## src/rtl/spiw_pkg.sv

```systemverilog
package spiw_pkg;
    localparam int unsigned DEF_WORD_W = 24;
    localparam int unsigned DEF_MODE_W = 2;
    localparam int unsigned DEF_ADDR_W = 6;
    localparam int unsigned DEF_DATA_W = 16;
    localparam int unsigned DEF_RSV_W  = 2;

    typedef enum logic [1:0] {
        FE_NONE,
        FE_WRITE,
        FE_ABORT,
        FE_OVERRUN
    } frame_end_e;
endpackage

```

## src/rtl/spiw_sync.sv

```systemverilog
module spiw_sync #(
    parameter int unsigned     N      = 3,
    parameter int unsigned     N_EDGE = 2,
    parameter logic [N-1:0]    RST    = '0
) (
    input  logic              clk,
    input  logic              rst,
    input  logic [N-1:0]      raw,
    output logic [N-1:0]      cur,
    output logic [N_EDGE-1:0] prev
);
    localparam int unsigned LO = N - N_EDGE;

    logic [N-1:0] meta_q;
    logic [N-1:0] cur_q;

    always_ff @(posedge clk) begin
        if (rst) begin
            meta_q <= RST;
            cur_q  <= RST;
        end else begin
            meta_q <= raw;
            cur_q  <= meta_q;
        end
    end

    assign cur = cur_q;

    // history stage only on the bits whose edges are needed
    for (genvar i = 0; i < N_EDGE; i++) begin : g_hist
        logic hist_q;
        always_ff @(posedge clk) begin
            if (rst) hist_q <= RST[LO + i];
            else     hist_q <= cur_q[LO + i];
        end
        assign prev[i] = hist_q;
    end
endmodule

```

## src/rtl/spiw_decode.sv

```systemverilog
module spiw_decode #(
    parameter int unsigned WORD_W = 24,
    parameter int unsigned MODE_W = 2,
    parameter int unsigned ADDR_W = 6,
    parameter int unsigned DATA_W = 16,
    parameter int unsigned RSV_W  = 2,
    parameter bit          NARROW = 1'b0
) (
    input  logic [WORD_W-1:0] word,
    output logic [MODE_W-1:0] mode,
    output logic [ADDR_W-1:0] addr,
    output logic [DATA_W-1:0] data
);
    assign mode = word[WORD_W-1 -: MODE_W];
    assign addr = word[DATA_W +: ADDR_W];

    if (NARROW) begin : g_narrow
        assign data = {word[DATA_W-1:RSV_W], {RSV_W{1'b0}}};
    end else begin : g_wide
        assign data = word[DATA_W-1:0];
    end
endmodule

```

## src/rtl/spiw_framer.sv

```systemverilog
module spiw_framer
    import spiw_pkg::*;
#(
    parameter int unsigned WORD_W = 24,
    parameter int unsigned MODE_W = 2,
    parameter int unsigned ADDR_W = 6,
    parameter int unsigned DATA_W = 16
) (
    input  logic              clk,
    input  logic              rst,
    input  logic              cs_cur,
    input  logic              cs_prev,
    input  logic              sclk_cur,
    input  logic              sclk_prev,
    input  logic              sdi_cur,
    input  logic [MODE_W-1:0] dec_mode,
    input  logic [ADDR_W-1:0] dec_addr,
    input  logic [DATA_W-1:0] dec_data,
    output logic [WORD_W-1:0] word,
    output logic              wr_strobe,
    output logic              abort_pulse,
    output logic              overrun_pulse,
    output logic [MODE_W-1:0] mode,
    output logic [ADDR_W-1:0] addr,
    output logic [DATA_W-1:0] data
);
    localparam int unsigned        CNT_W = $clog2(WORD_W + 2);
    localparam logic [CNT_W-1:0]   FULL  = CNT_W'(WORD_W);
    localparam logic [CNT_W-1:0]   OVER  = CNT_W'(WORD_W + 1);

    typedef struct packed {
        logic              active;
        logic [CNT_W-1:0]  cnt;
        logic [WORD_W-1:0] shreg;
        logic              wr;
        logic              ab;
        logic              ov;
        logic [MODE_W-1:0] mode;
        logic [ADDR_W-1:0] addr;
        logic [DATA_W-1:0] data;
    } st_t;

    st_t        st_d, st_q;
    frame_end_e outcome;
    logic       cs_fall, cs_rise, sclk_fall;

    assign cs_fall   =  cs_prev   & ~cs_cur;
    assign cs_rise   = ~cs_prev   &  cs_cur;
    assign sclk_fall =  sclk_prev & ~sclk_cur;

    always_comb begin
        if (st_q.cnt == FULL)         outcome = FE_WRITE;
        else if (st_q.cnt > FULL)     outcome = FE_OVERRUN;
        else if (st_q.cnt != '0)      outcome = FE_ABORT;
        else                          outcome = FE_NONE;
    end

    always_comb begin
        st_d    = st_q;
        st_d.wr = 1'b0;
        st_d.ab = 1'b0;
        st_d.ov = 1'b0;
        if (cs_cur && !cs_rise) begin
            // idle: counter and shifter held cleared
            st_d.cnt   = '0;
            st_d.shreg = '0;
        end
        if (cs_rise) begin
            st_d.active = 1'b0;
            if (st_q.active) begin
                unique case (outcome)
                    FE_WRITE: begin
                        st_d.wr   = 1'b1;
                        st_d.mode = dec_mode;
                        st_d.addr = dec_addr;
                        st_d.data = dec_data;
                    end
                    FE_ABORT:   st_d.ab = 1'b1;
                    FE_OVERRUN: st_d.ov = 1'b1;
                    default: ;
                endcase
            end
        end else if (cs_fall) begin
            st_d.active = 1'b1;
            st_d.cnt    = '0;
            st_d.shreg  = '0;
        end else if (st_q.active && !cs_cur && sclk_fall) begin
            if (st_q.cnt < FULL) st_d.shreg = {st_q.shreg[WORD_W-2:0], sdi_cur};
            if (st_q.cnt < OVER) st_d.cnt   = st_q.cnt + 1'b1;
        end
    end

    always_ff @(posedge clk) begin
        if (rst) st_q <= '0;
        else     st_q <= st_d;
    end

    assign word          = st_q.shreg;
    assign wr_strobe     = st_q.wr;
    assign abort_pulse   = st_q.ab;
    assign overrun_pulse = st_q.ov;
    assign mode          = st_q.mode;
    assign addr          = st_q.addr;
    assign data          = st_q.data;
endmodule

```

## src/rtl/spiw_rx.sv

```systemverilog
module spiw_rx
    import spiw_pkg::*;
#(
    parameter int unsigned WORD_W = DEF_WORD_W,
    parameter int unsigned MODE_W = DEF_MODE_W,
    parameter int unsigned ADDR_W = DEF_ADDR_W,
    parameter int unsigned DATA_W = DEF_DATA_W,
    parameter int unsigned RSV_W  = DEF_RSV_W,
    parameter bit          NARROW = 1'b0
) (
    input  logic              clk,
    input  logic              rst,
    input  logic              cs_n,
    input  logic              sclk,
    input  logic              sdi,
    output logic              wr_strobe,
    output logic [MODE_W-1:0] mode,
    output logic [ADDR_W-1:0] addr,
    output logic [DATA_W-1:0] data,
    output logic              abort_pulse,
    output logic              overrun_pulse
);
    localparam int unsigned N_IN   = 3;
    localparam int unsigned N_EDGE = 2;

    logic [N_IN-1:0]   s_cur;
    logic [N_EDGE-1:0] s_prev;
    logic [WORD_W-1:0] word;
    logic [MODE_W-1:0] dec_mode;
    logic [ADDR_W-1:0] dec_addr;
    logic [DATA_W-1:0] dec_data;

    // bit 2: frame select (idle high), bit 1: serial clock, bit 0: data
    spiw_sync #(.N(N_IN), .N_EDGE(N_EDGE), .RST(3'b100)) u_sync (
        .clk  (clk),
        .rst  (rst),
        .raw  ({cs_n, sclk, sdi}),
        .cur  (s_cur),
        .prev (s_prev)
    );

    spiw_decode #(
        .WORD_W(WORD_W), .MODE_W(MODE_W), .ADDR_W(ADDR_W),
        .DATA_W(DATA_W), .RSV_W(RSV_W), .NARROW(NARROW)
    ) u_dec (
        .word (word),
        .mode (dec_mode),
        .addr (dec_addr),
        .data (dec_data)
    );

    spiw_framer #(
        .WORD_W(WORD_W), .MODE_W(MODE_W), .ADDR_W(ADDR_W), .DATA_W(DATA_W)
    ) u_frm (
        .clk           (clk),
        .rst           (rst),
        .cs_cur        (s_cur[2]),
        .cs_prev       (s_prev[1]),
        .sclk_cur      (s_cur[1]),
        .sclk_prev     (s_prev[0]),
        .sdi_cur       (s_cur[0]),
        .dec_mode      (dec_mode),
        .dec_addr      (dec_addr),
        .dec_data      (dec_data),
        .word          (word),
        .wr_strobe     (wr_strobe),
        .abort_pulse   (abort_pulse),
        .overrun_pulse (overrun_pulse),
        .mode          (mode),
        .addr          (addr),
        .data          (data)
    );
endmodule

```

## config.mk

```make
export PLATFORM = sky130hd
export DESIGN_NAME = spiw_rx
export DESIGN_NICKNAME = d
export VERILOG_FILES = /design/src/rtl/spiw_pkg.sv /design/src/rtl/spiw_sync.sv /design/src/rtl/spiw_decode.sv /design/src/rtl/spiw_framer.sv /design/src/rtl/spiw_rx.sv
export SDC_FILE = /design/constraint.sdc
export NUM_CORES = 1
export LEC_CHECK = 0
export BUFFER_PORTS_ARGS = -buffer_cell sky130_fd_sc_hd__buf_4
export CAP_MARGIN = 20
export CELL_PAD_IN_SITES_DETAIL_PLACEMENT = 1
export CELL_PAD_IN_SITES_GLOBAL_PLACEMENT = 2
export CORE_UTILIZATION = 31
export CTS_BUF_LIST = sky130_fd_sc_hd__clkbuf_4
export DETAILED_ROUTE_END_ITERATION = 6
export PLACE_DENSITY = 0.74
export SLEW_MARGIN = 30
export SYNTH_ARGS = -nofsm -noshare
export SYNTH_HDL_FRONTEND = slang
export SYNTH_SLANG_ARGS = --single-unit
```

## constraint.sdc

```tcl
create_clock -name clk -period 1.6 [get_ports clk]
set_input_delay 0.32 -clock clk [delete_from_list [all_inputs] [get_ports clk]]
set_output_delay 0.32 -clock clk [all_outputs]
set_load 0.01 [all_outputs]
```

# ---- After elaboration in Yosys (flattened, before gate mapping)
# Index checks and enable logic that the tools add are counted.
dict set report totals {
  input_bits 5
  ff_bits 65
  wordCells 50
}
dict set report op_classes {
  order_cmp 3
  n_addsub 1
  eq_ne 4
  n_mux 12
  bitwise 8
  reduce_logical 9
}
# operator n
set op_table {}
lappend op_table {{two-way mux 29 bit} 4}
lappend op_table {{two-way mux 24 bit} 1}
lappend op_table {{less-than comparator 5 bit, second input constant} 2}
lappend op_table {{two-way mux 2 bit} 3}
lappend op_table {{adder 5 x 1 -> 5 bit, second input constant} 1}
lappend op_table {{equality test 5 bit, second input constant} 1}
lappend op_table {{greater-than comparator 5 bit, second input constant} 1}
lappend op_table {{two-way mux 5 bit} 1}
lappend op_table {{inverter 1 bit} 5}
lappend op_table {{nonzero test 5 bit} 1}
lappend op_table {{equality test 2 bit, second input constant} 2}
lappend op_table {{bitwise AND 1 bit} 3}
lappend op_table {{logical AND 1 bit} 3}
lappend op_table {{two-way mux 1 bit} 3}
lappend op_table {{AND reduction 3 bit} 1}
lappend op_table {{OR reduction 3 bit} 1}
lappend op_table {{equality test 2 x 1 -> 1 bit, second input constant} 1}
lappend op_table {{zero test 1 bit} 2}
lappend op_table {{OR reduction 2 bit} 1}

# ---- Longest topological paths before layout
# Gate-level depths: netlist of run 1.
dict set report logic_depth {
  depth_word 9
  mapped_depth 7
}

# ---- Hierarchy
# A second synthesis of run 1 with hierarchy kept.
dict set report unflattened {
  hier_cells 362
  area_unflattened_um2 2974.1
}
# mod cells_each area_per_inst_um2 instances seq_area_each_um2
set by_module_without_submodules {}
lappend by_module_without_submodules {spiw_framer 320 2568.7 1 1141.1}
lappend by_module_without_submodules {spiw_sync 18 225.2 1 160.2}
lappend by_module_without_submodules {spiw_decode 24 180.2 1 0.0}

# ---- Worst setup path before layout of run 1
# No wires, ideal clock.
dict set report synth_path {
  kind {register to register}
  startpoint {register u_frm.st_q[52] (netlist name)}
  endpoint {register u_frm.st_q[53] (netlist name)}
  stages_incl_launch_ff 5
  setup_ns 0.088
  required_time_ns 1.512
  setup_slack_ns 0.143
  arrival_ns 1.369
  path_cell_list {dfxtp_1 > ha_1 > or4b_1 > o311a_1 > o32ai_2}
}
dict set report synth_between {
  elab_chain_cells 5
}
# element line
set synth_lines {}
lappend synth_lines {{from (decl)} spiw_framer.sv:43} ;# st_t st_d, st_q;
lappend synth_lines {{from (signal assigned)} spiw_framer.sv:95} ;# else st_q <= st_d;
lappend synth_lines {{adder 5 x 1 -> 5 bit or less-than comparator 5 bit (tied branches)} spiw_framer.sv:89} ;# if (st_q.cnt < OVER) st_d.cnt = st_q.cnt + 1'b1;
lappend synth_lines {{two-way mux 5 bit *} spiw_framer.sv:89}
lappend synth_lines {{two-way mux 29 bit *} spiw_framer.sv:87} ;# end else if (st_q.active && !cs_cur && sclk_fall) begin
lappend synth_lines {{two-way mux 29 bit *} spiw_framer.sv:83} ;# end else if (cs_fall) begin
lappend synth_lines {{two-way mux 29 bit *} spiw_framer.sv:68} ;# if (cs_rise) begin
# Every way passes the cells marked *; elsewhere a longest branch is shown, timed or not.
# A chain may end at the register's enable or synchronous reset.

# ---- Worst setup path in the final report of run 1
# Ends and elaborated chain as after synthesis.

==> run_results.csv, run 1 <==
group,metric,value,unit
floorplan,die_w,97.1,µm
detailed_routing,drt_iter0_drc,85,
floorplan,core_area,8720,µm²
place,place_congestion,0.823,
sta,skew,9.98,ps
synthesis,synth_compound_area_share,23.1,%
sta,slew_viol_final,0,
synthesis,syn-instance-count,326,
grt,grt_pass1_wl,11.7,mm
cts,clk_latency,410,ps
pwr,p_int,1.96,mW
setup_path,critical-path-max-stage-delay,430,ps
synthesis,ys_top_cells_by_area,"dfxtp_1 46%, a21oi_1 9.3%, nand3_1 8.9%, o211ai_1 7.0%, buf_4 6.4%",
floorplan,dieArea,9430,µm²
synthesis,synth_top_area_cell,"dfxtp_1",
pwr,ir_drop,262,µV
cells_and_area,fin_cells,437,
synthesis,ys_seq_elements,65,
worst_hold_path,hold_end,"u_sync.meta_q[2]",
cts,root_buffer,"clkbuf_4",
synthesis,synth_xor_area_share,0,%
pwr,p_total,2.61,mW
cells_and_area,drive_above_1_share,20.1,%
floorplan,dieHeight,97.1,µm
sta,setup_viol,0,
grt,antenna_found_initial,0,
cts,cts_tree,"done",
cells_and_area,post-route-util,35.9,%
sta,tightest_slew,406,ps
setup_path,slowest_stage,"or4b_1",
detailed_routing,vias_per_cell,5.30,
synthesis,synth_nets,333,
pwr,p_clk_share,34.4,%
cts,clockBufferDepth,2,
cells_and_area,final_nets,332,
detailed_routing,drc,0,
detailed_routing,num_vias,2314,
setup_path,rrSetupSlack,100,ps
synthesis,synth_top_family_by_area,"compound AO/OA/AOI/OAI gates",
detailed_routing,drt_pass1_iterations,4,
synthesis,ys_seq_area_share,46.4,%
sta,hold_violations,0,
synthesis,synth_area,2810,µm²
cells_and_area,antenna_cells,0,
setup_path,worst-r2r-cell-count,4,
synthesis,avgSynthCellArea,8.60,µm²
floorplan,std_cell_rows,34,
grt,grt_overflow,0,
cts,cts_max_level,3,
cts,clk_pin_slew,100,ps
sta,timing.fmax,666,MHz
pwr,power_frac_comb,2.9,%
worst_hold_path,min_path_cells,2,
grt,grt_pass1_vias,2344,
floorplan,start_util,32.2,%
cells_and_area,final_cell_mix,"65 x dfxtp_1, 52 x a21oi_1, 50 x nand3_1",
setup_path,critPathCaptureType,"flip-flop",
setup_path,start_kind,"flip-flop",
place,dp.cells,422,
detailed_routing,ant_nets,0,
job,max_cap_violations,0,
detailed_routing,wirelength,6.97,mm
setup_path,cp_max_fo,6,
cells_and_area,final_common_cell,"dfxtp_1",
place,io_buffer_count,31,
worst_hold_path,hp-class,"in -> reg",
setup_path,r2r_start,"u_frm.st_q[52]",
setup_path,criticalPathCategory,"reg -> reg",
setup_path,critical_path_arrival,1820,ps
setup_path,timing.rr.end,"u_frm.st_q[53]",
pwr,power_density,834,nW/µm²
synthesis,synth_fa_ha_area_share,0.892,%
cts,clock-sinks,65,
cells_and_area,area_delta_synth_final,11.6,%
floorplan,io_pins,32,
pwr,power.leakage,1.05,nW
synthesis,muxShareOfSynthArea,0,%
synthesis,synthSimpleGateAreaFrac,17.1,%
synthesis,yosysWarnings,0,
sta,min_period_over_period,93.8,%
grt,grt_start_max_net_pins,26,
cts,cts_buffers,9,
setup_path,critPathRequiredTime,1920,ps
sta,relSlewSlack,72.5,%
sta,period_minus_slack,1500,ps
pwr,seq_power_share,62.8,%
synthesis,yosysUniqueCellTypes,36,
sta,rsz0062_at_grt,"no",
setup_path,worstPathCellList,"ha_1 -> or4b_1 -> o311a_1 -> o32ai_2",
pwr,sw_frac_of_total,24.8,%
sta,tns,0,ps
worst_hold_path,min_from,"cs_n",
grt,grt.total_usage,15.4,%
pwr,netSwitchingPower,647,µW
detailed_routing,routedWlPerCell,16.0,µm
place,dp_hpwl,4.42,mm
synthesis,yosysTopAreaCellShare,46.4,%
status,status,"completed",
-- cells by family (layout without fill, tap and decap cells) --
family                   count (synthesis)  in the layout
AO/OA/AOI/OAI                          110            110
adder cells (fa/ha/maj)                  2              2
buffers and inverters                   64             67
flip-flops                              65             65
AND/OR/NAND/NOR                         85             85
-- sequential cells by signal, summed over array words and instances (netlist names) --
name and count:
u_frm.wr_strobe 1, u_frm.data 16, u_sync.meta_q 3, u_frm.addr 6, u_frm.word 24, u_frm.mode 2
u_sync.cur 3, u_frm.overrun_pulse 1, u_frm.st_q 6, u_frm.abort_pulse 1, u_sync.g_hist.hist_q 2
-- worst max-delay path by stage --
stage | startpoint | end | slack [ps]
3_3_place_gp | u_sync.cur[2] | u_frm.word[15] | 100
6_report | u_frm.st_q[52] | u_frm.st_q[53] | 100
2_1_floorplan | u_frm.st_q[52] | u_frm.st_q[53] | 140
4_1_cts | u_sync.cur[2] | u_frm.word[11] | 50
5_1_grt | u_frm.st_q[51] | u_frm.addr[5] | 5
3_5_place_dp | u_sync.cur[2] | u_frm.word[14] | 70
-- synth_stat cells (all sizes together) --
| cell | n |
|---|---|
| a211o | 1 |
| a21oi | 52 |
| a32oi | 1 |
| and2 | 1 |
| and3 | 1 |
| and3b | 1 |
| and4 | 1 |
| and4b | 1 |
| and4bb | 1 |
| buf | 37 |
| clkbuf | 22 |
| dfxtp | 65 |
| ha | 2 |
| inv | 5 |
| nand2 | 4 |
| nand2b | 3 |
| nand3 | 50 |
| nand3b | 1 |
| nand4 | 1 |
| nand4b | 3 |
| nand4bb | 1 |
| nor2 | 4 |
| nor2b | 6 |
| nor3 | 2 |
| o211ai | 26 |
| o21ai | 26 |
| o311a | 1 |
| o311ai | 1 |
| o32ai | 1 |
| o41ai | 1 |
| or2 | 3 |
| or4b | 1 |
-- layer usage --
| layer | up-vias | wire length (µm) | track usage [%] |
|---|---|---|---|
| met1 | 1110 | 3320 | 19.4 |
| li1 | 1152 | - | - |
| met4 | 0 | 95 | 6.08 |
| met3 | 8 | 269 | 4.32 |
| met2 | 44 | 3280 | 25.0 |
| met5 | - | 0 | 0 |
-- stage by stage --
stage               area, µm²  setup WS, ps  hold slack (ps)
CTS                      3110          47.7             68.3
global placement         3010          95.9              393
finish                   3130          99.5             93.2
detailed placement       3010          67.2              405
global route             3130          4.54             47.4
floorplan                2810           143              389
-- final cells by class --
class	count	area, µm²
clock buffers	10	75.1
clock inverters	5	23.8
inverters	5	18.8
well taps	108	135
multi-input cells	197	1170
flip-flops and latches	65	1300
repair buffers	47	403
fillers	1031	5590
-- critical path: cells and delay by family (launching register included) --
family                     cells  cell delay (ps)
and+or+nand+nor                1              430
adders and majority gates      1              190
AOI/OAI and AO/OA              2              380
DFF                            1              420
-- power groups by stage --
stage | clock, mW | combinational (mW) | sequential [mW]
detailed placement | 0 | 0.0762 | 1.67
finish | 0.897 | 0.0751 | 1.64
floorplan | 0 | 0.0508 | 1.67
global route | 1.00 | 0.0838 | 1.64
global placement | 0 | 0.0761 | 1.67
CTS | 0.941 | 0.0753 | 1.64
-- what timing repair did --
item / CTS / global route
setup endpoints to repair: 0 / 33
buffers inserted: 0 / 0
gates resized for setup: 0 / 7
hold buffers: 0 / 0
(Power assumes the default switching activity.)
==> run 2, diff against run 1 <==
- ABC_AREA: not set -> 1
- GPL_ROUTABILITY_DRIVEN: not set -> 0
- PLACE_DENSITY: 0.74 -> 0.77
==> run 2 against run 1 <==
Against the previous run:
- area after synthesis down 2.8%
- core utilization up 0.36 points
- power up 2.1%
- clock power up 3.9%
- first-iteration DRC count down 44%
- register-to-register slack better by 50 ps
- critical path type unchanged
==> run_results.csv, run 2 <==
group,metric,value,unit
pwr,ir_drop,269,µV
setup_path,criticalPathCategory,"reg -> reg",
cts,clk_latency,410,ps
floorplan,dieArea,9180,µm²
floorplan,std_cell_rows,33,
cells_and_area,fin_area,3040,µm²
synthesis,yosysTopAreaCellShare,47.7,%
sta,period_minus_slack,1450,ps
synthesis,synth-edff-count,0,
cts,cts_buffers,9,
grt,grt_pass1_vias,2086,
cts,clock-sinks,65,
detailed_routing,drc,0,
synthesis,ys_seq_elements,65,
synthesis,synth_top_cells_by_count,"84 x nor2_1, 73 x nand2_1, 65 x dfxtp_1",
cells_and_area,final_common_cell,"nor2_1",
place,place_area,2930,µm²
cts,cts_tree,"done",
grt,antenna_found_initial,0,
floorplan,core_area,8380,µm²
floorplan,die_w,95.8,µm
sta,slew_viol_final,0,
synthesis,yosysWarnings,0,
status,status,"completed",
place,io_buffer_count,31,
setup_path,slowest_stage,"dfxtp_1",
job,max_cap_violations,0,
pwr,power_density,877,nW/µm²
cells_and_area,antenna_cells,0,
floorplan,dieHeight,95.8,µm
cts,clockBufferDepth,2,
setup_path,critPathRequiredTime,1910,ps
detailed_routing,wirelength,5.81,mm
setup_path,critical_path_arrival,1760,ps
synthesis,ys_seq_area_share,47.7,%
place,dp_hpwl,4.05,mm
cells_and_area,drive_above_1_share,18.4,%
synthesis,async_flop_share,0,%
setup_path,crit_buf_inv,3,
synthesis,yosysUniqueCellTypes,27,
synthesis,synth_nets,365,
floorplan,start_util,32.5,%
grt,grt_pass1_wl,9.76,mm
cts,root_buffer,"clkbuf_4",
pwr,power.leakage,1.38,nW
grt,grt_start_max_net_pins,25,
detailed_routing,drt_pass1_iterations,4,
synthesis,synth_top_flop_cell,"dfxtp_1",
worst_hold_path,min_from,"sclk",
setup_path,r2r_start,"u_frm.st_q[51]",
setup_path,critical-path-max-stage-delay,370,ps
cells_and_area,final_cell_mix,"84 x nor2_1, 73 x nand2_1, 65 x dfxtp_1",
cts,cts_max_level,3,
sta,hold_violations,0,
sta,relSlewSlack,82.1,%
detailed_routing,vias_per_cell,4.54,
cts,clk_pin_slew,120,ps
setup_path,critPathCaptureType,"flip-flop",
detailed_routing,routedWlPerCell,12.0,µm
cts,cts_resized,0,
setup_path,start_kind,"flip-flop",
synthesis,synth_top_area_cell,"dfxtp_1",
synthesis,synth.most_common_cell,"nor2_1",
detailed_routing,num_vias,2207,
cts,cts_hold_buf,0,
cells_and_area,area_delta_synth_final,11.4,%
cells_and_area,fillers,1067,
detailed_routing,drt_iter0_drc,48,
sta,whs,101,ps
grt,grt.total_usage,14.2,%
cells_and_area,largest_reg_flops,24,
setup_path,worstPathCellList,"inv_1 -> ha_1 -> nand2_1 -> inv_1 -> nand4_4 -> buf_4 -> o21ai_0 -> nor2_1",
setup_path,crit_start,"u_frm.st_q[51]",
synthesis,ys_top_cells_by_area,"dfxtp_1 48%, nor2_1 12%, nand2_1 10%, buf_4 6.6%, o21ai_0 5.3%",
grt,grt_overflow,0,
sta,tns,0,ps
cells_and_area,seq_area,1300,µm²
sta,rsz0062_at_grt,"no",
sta,timing.fmax,687,MHz
synthesis,avgSynthCellArea,7.62,µm²
cells_and_area,final_nets,383,
cts,postCtsSetupBuffers,0,
sta,setup_viol,0,
setup_path,cpLargestDelayFamily,"buffers and inverters",
setup_path,crit_top_cell,"inv_1",
sta,skew,16.8,ps
synthesis,syn-instance-count,358,
synthesis,synth_area,2730,µm²
cells_and_area,multi_input_area,1050,µm²
floorplan,io_pins,32,
sta,tightest_slew,269,ps
sta,min_period_over_period,90.9,%
worst_hold_path,hp-class,"in -> reg",
setup_path,cp_max_fo,14,
detailed_routing,ant_nets,0,
[run 2: cell count changes after synthesis, moves of 4 or more]
cell | previous run | this run
nand3_1 | 50 | 10
o21ai_1 | 0 | 19
buf_6 | 1 | 5
inv_1 | 5 | 17
clkbuf_1 | 21 | 6
a21oi_1 | 52 | 2
nor2_1 | 4 | 84
nor2b_1 | 6 | 0
nand2_1 | 4 | 73
o211ai_1 | 26 | 0
buf_2 | 11 | 0
[run 2: layer usage]
metal	share of wire (%)	track usage, %	up-vias
li1	-	-	1139
met1	50	17.4	1024
met2	45	23.4	34
met3	3.7	3.32	10
met4	1.8	7.09	0
met5	0	0	-
[run 2: final timing paths]
check                     endpoint  depth (start not counted)  slack (ps)
hold / removal    u_sync.meta_q[1]                          3         100
setup reg to reg     u_frm.addr[1]                          8         150
hold reg to reg      u_sync.cur[2]                          1         400
setup / recovery     u_frm.addr[1]                          8         150
[run 2: worst reg2reg max path, delay by kind of cell, from the launching register on]
family	cells	cell delay [ps]
buffers and inverters	3	400
flip-flops	1	370
AND/OR/NAND/NOR	3	220
AO/OA/AOI/OAI	1	230
adder cells (fa/ha/maj)	1	140
[run 2: cell families (layout without fill, tap and decap cells)]
family / Yosys count / in the layout / share of synthesized area (%)
buffers and inverters: 58 / 81 / 13.8
and+or+nand+nor: 180 / 180 / 27.6
DFF: 65 / 65 / 47.7
AOI/OAI and AO/OA: 52 / 52 / 9.72
xor gates and xnor gates: 1 / 1 / 0.321
adders and majority gates: 2 / 2 / 0.917
[run 2: cell type report]
class | count | area share (%)
sequential | 65 | 42.8
clock inverter | 6 | 1.15
tap | 105 | 4.32
multi-input combinational | 235 | 34.6
timing repair buffer | 47 | 12.4
inverter | 18 | 2.22
clock buffer | 10 | 2.47
[run 2: where the power goes]
part           internal [mW]  total [mW]  switching (mW)
logic                 0.0344      0.0978          0.0634
registers               1.63        1.63         0.00734
clock network          0.326       0.932           0.606
total                   1.99        2.66           0.676
[run 2: metrics by stage]
| step | power [mW] | utilization [%] | std cells | setup WS [ps] |
|---|---|---|---|---|
| 2_1_floorplan | 1.73 | - | 358 | 260 |
| 3_3_place_gp | 1.77 | 34.9 | 470 | 180 |
| 3_5_place_dp | 1.77 | 34.9 | 470 | 136 |
| 4_1_cts | 2.72 | 36.3 | 486 | 128 |
| 5_1_grt | 2.80 | 36.3 | 486 | 7.54 |
| 6_report | 2.66 | 36.3 | 486 | 145 |
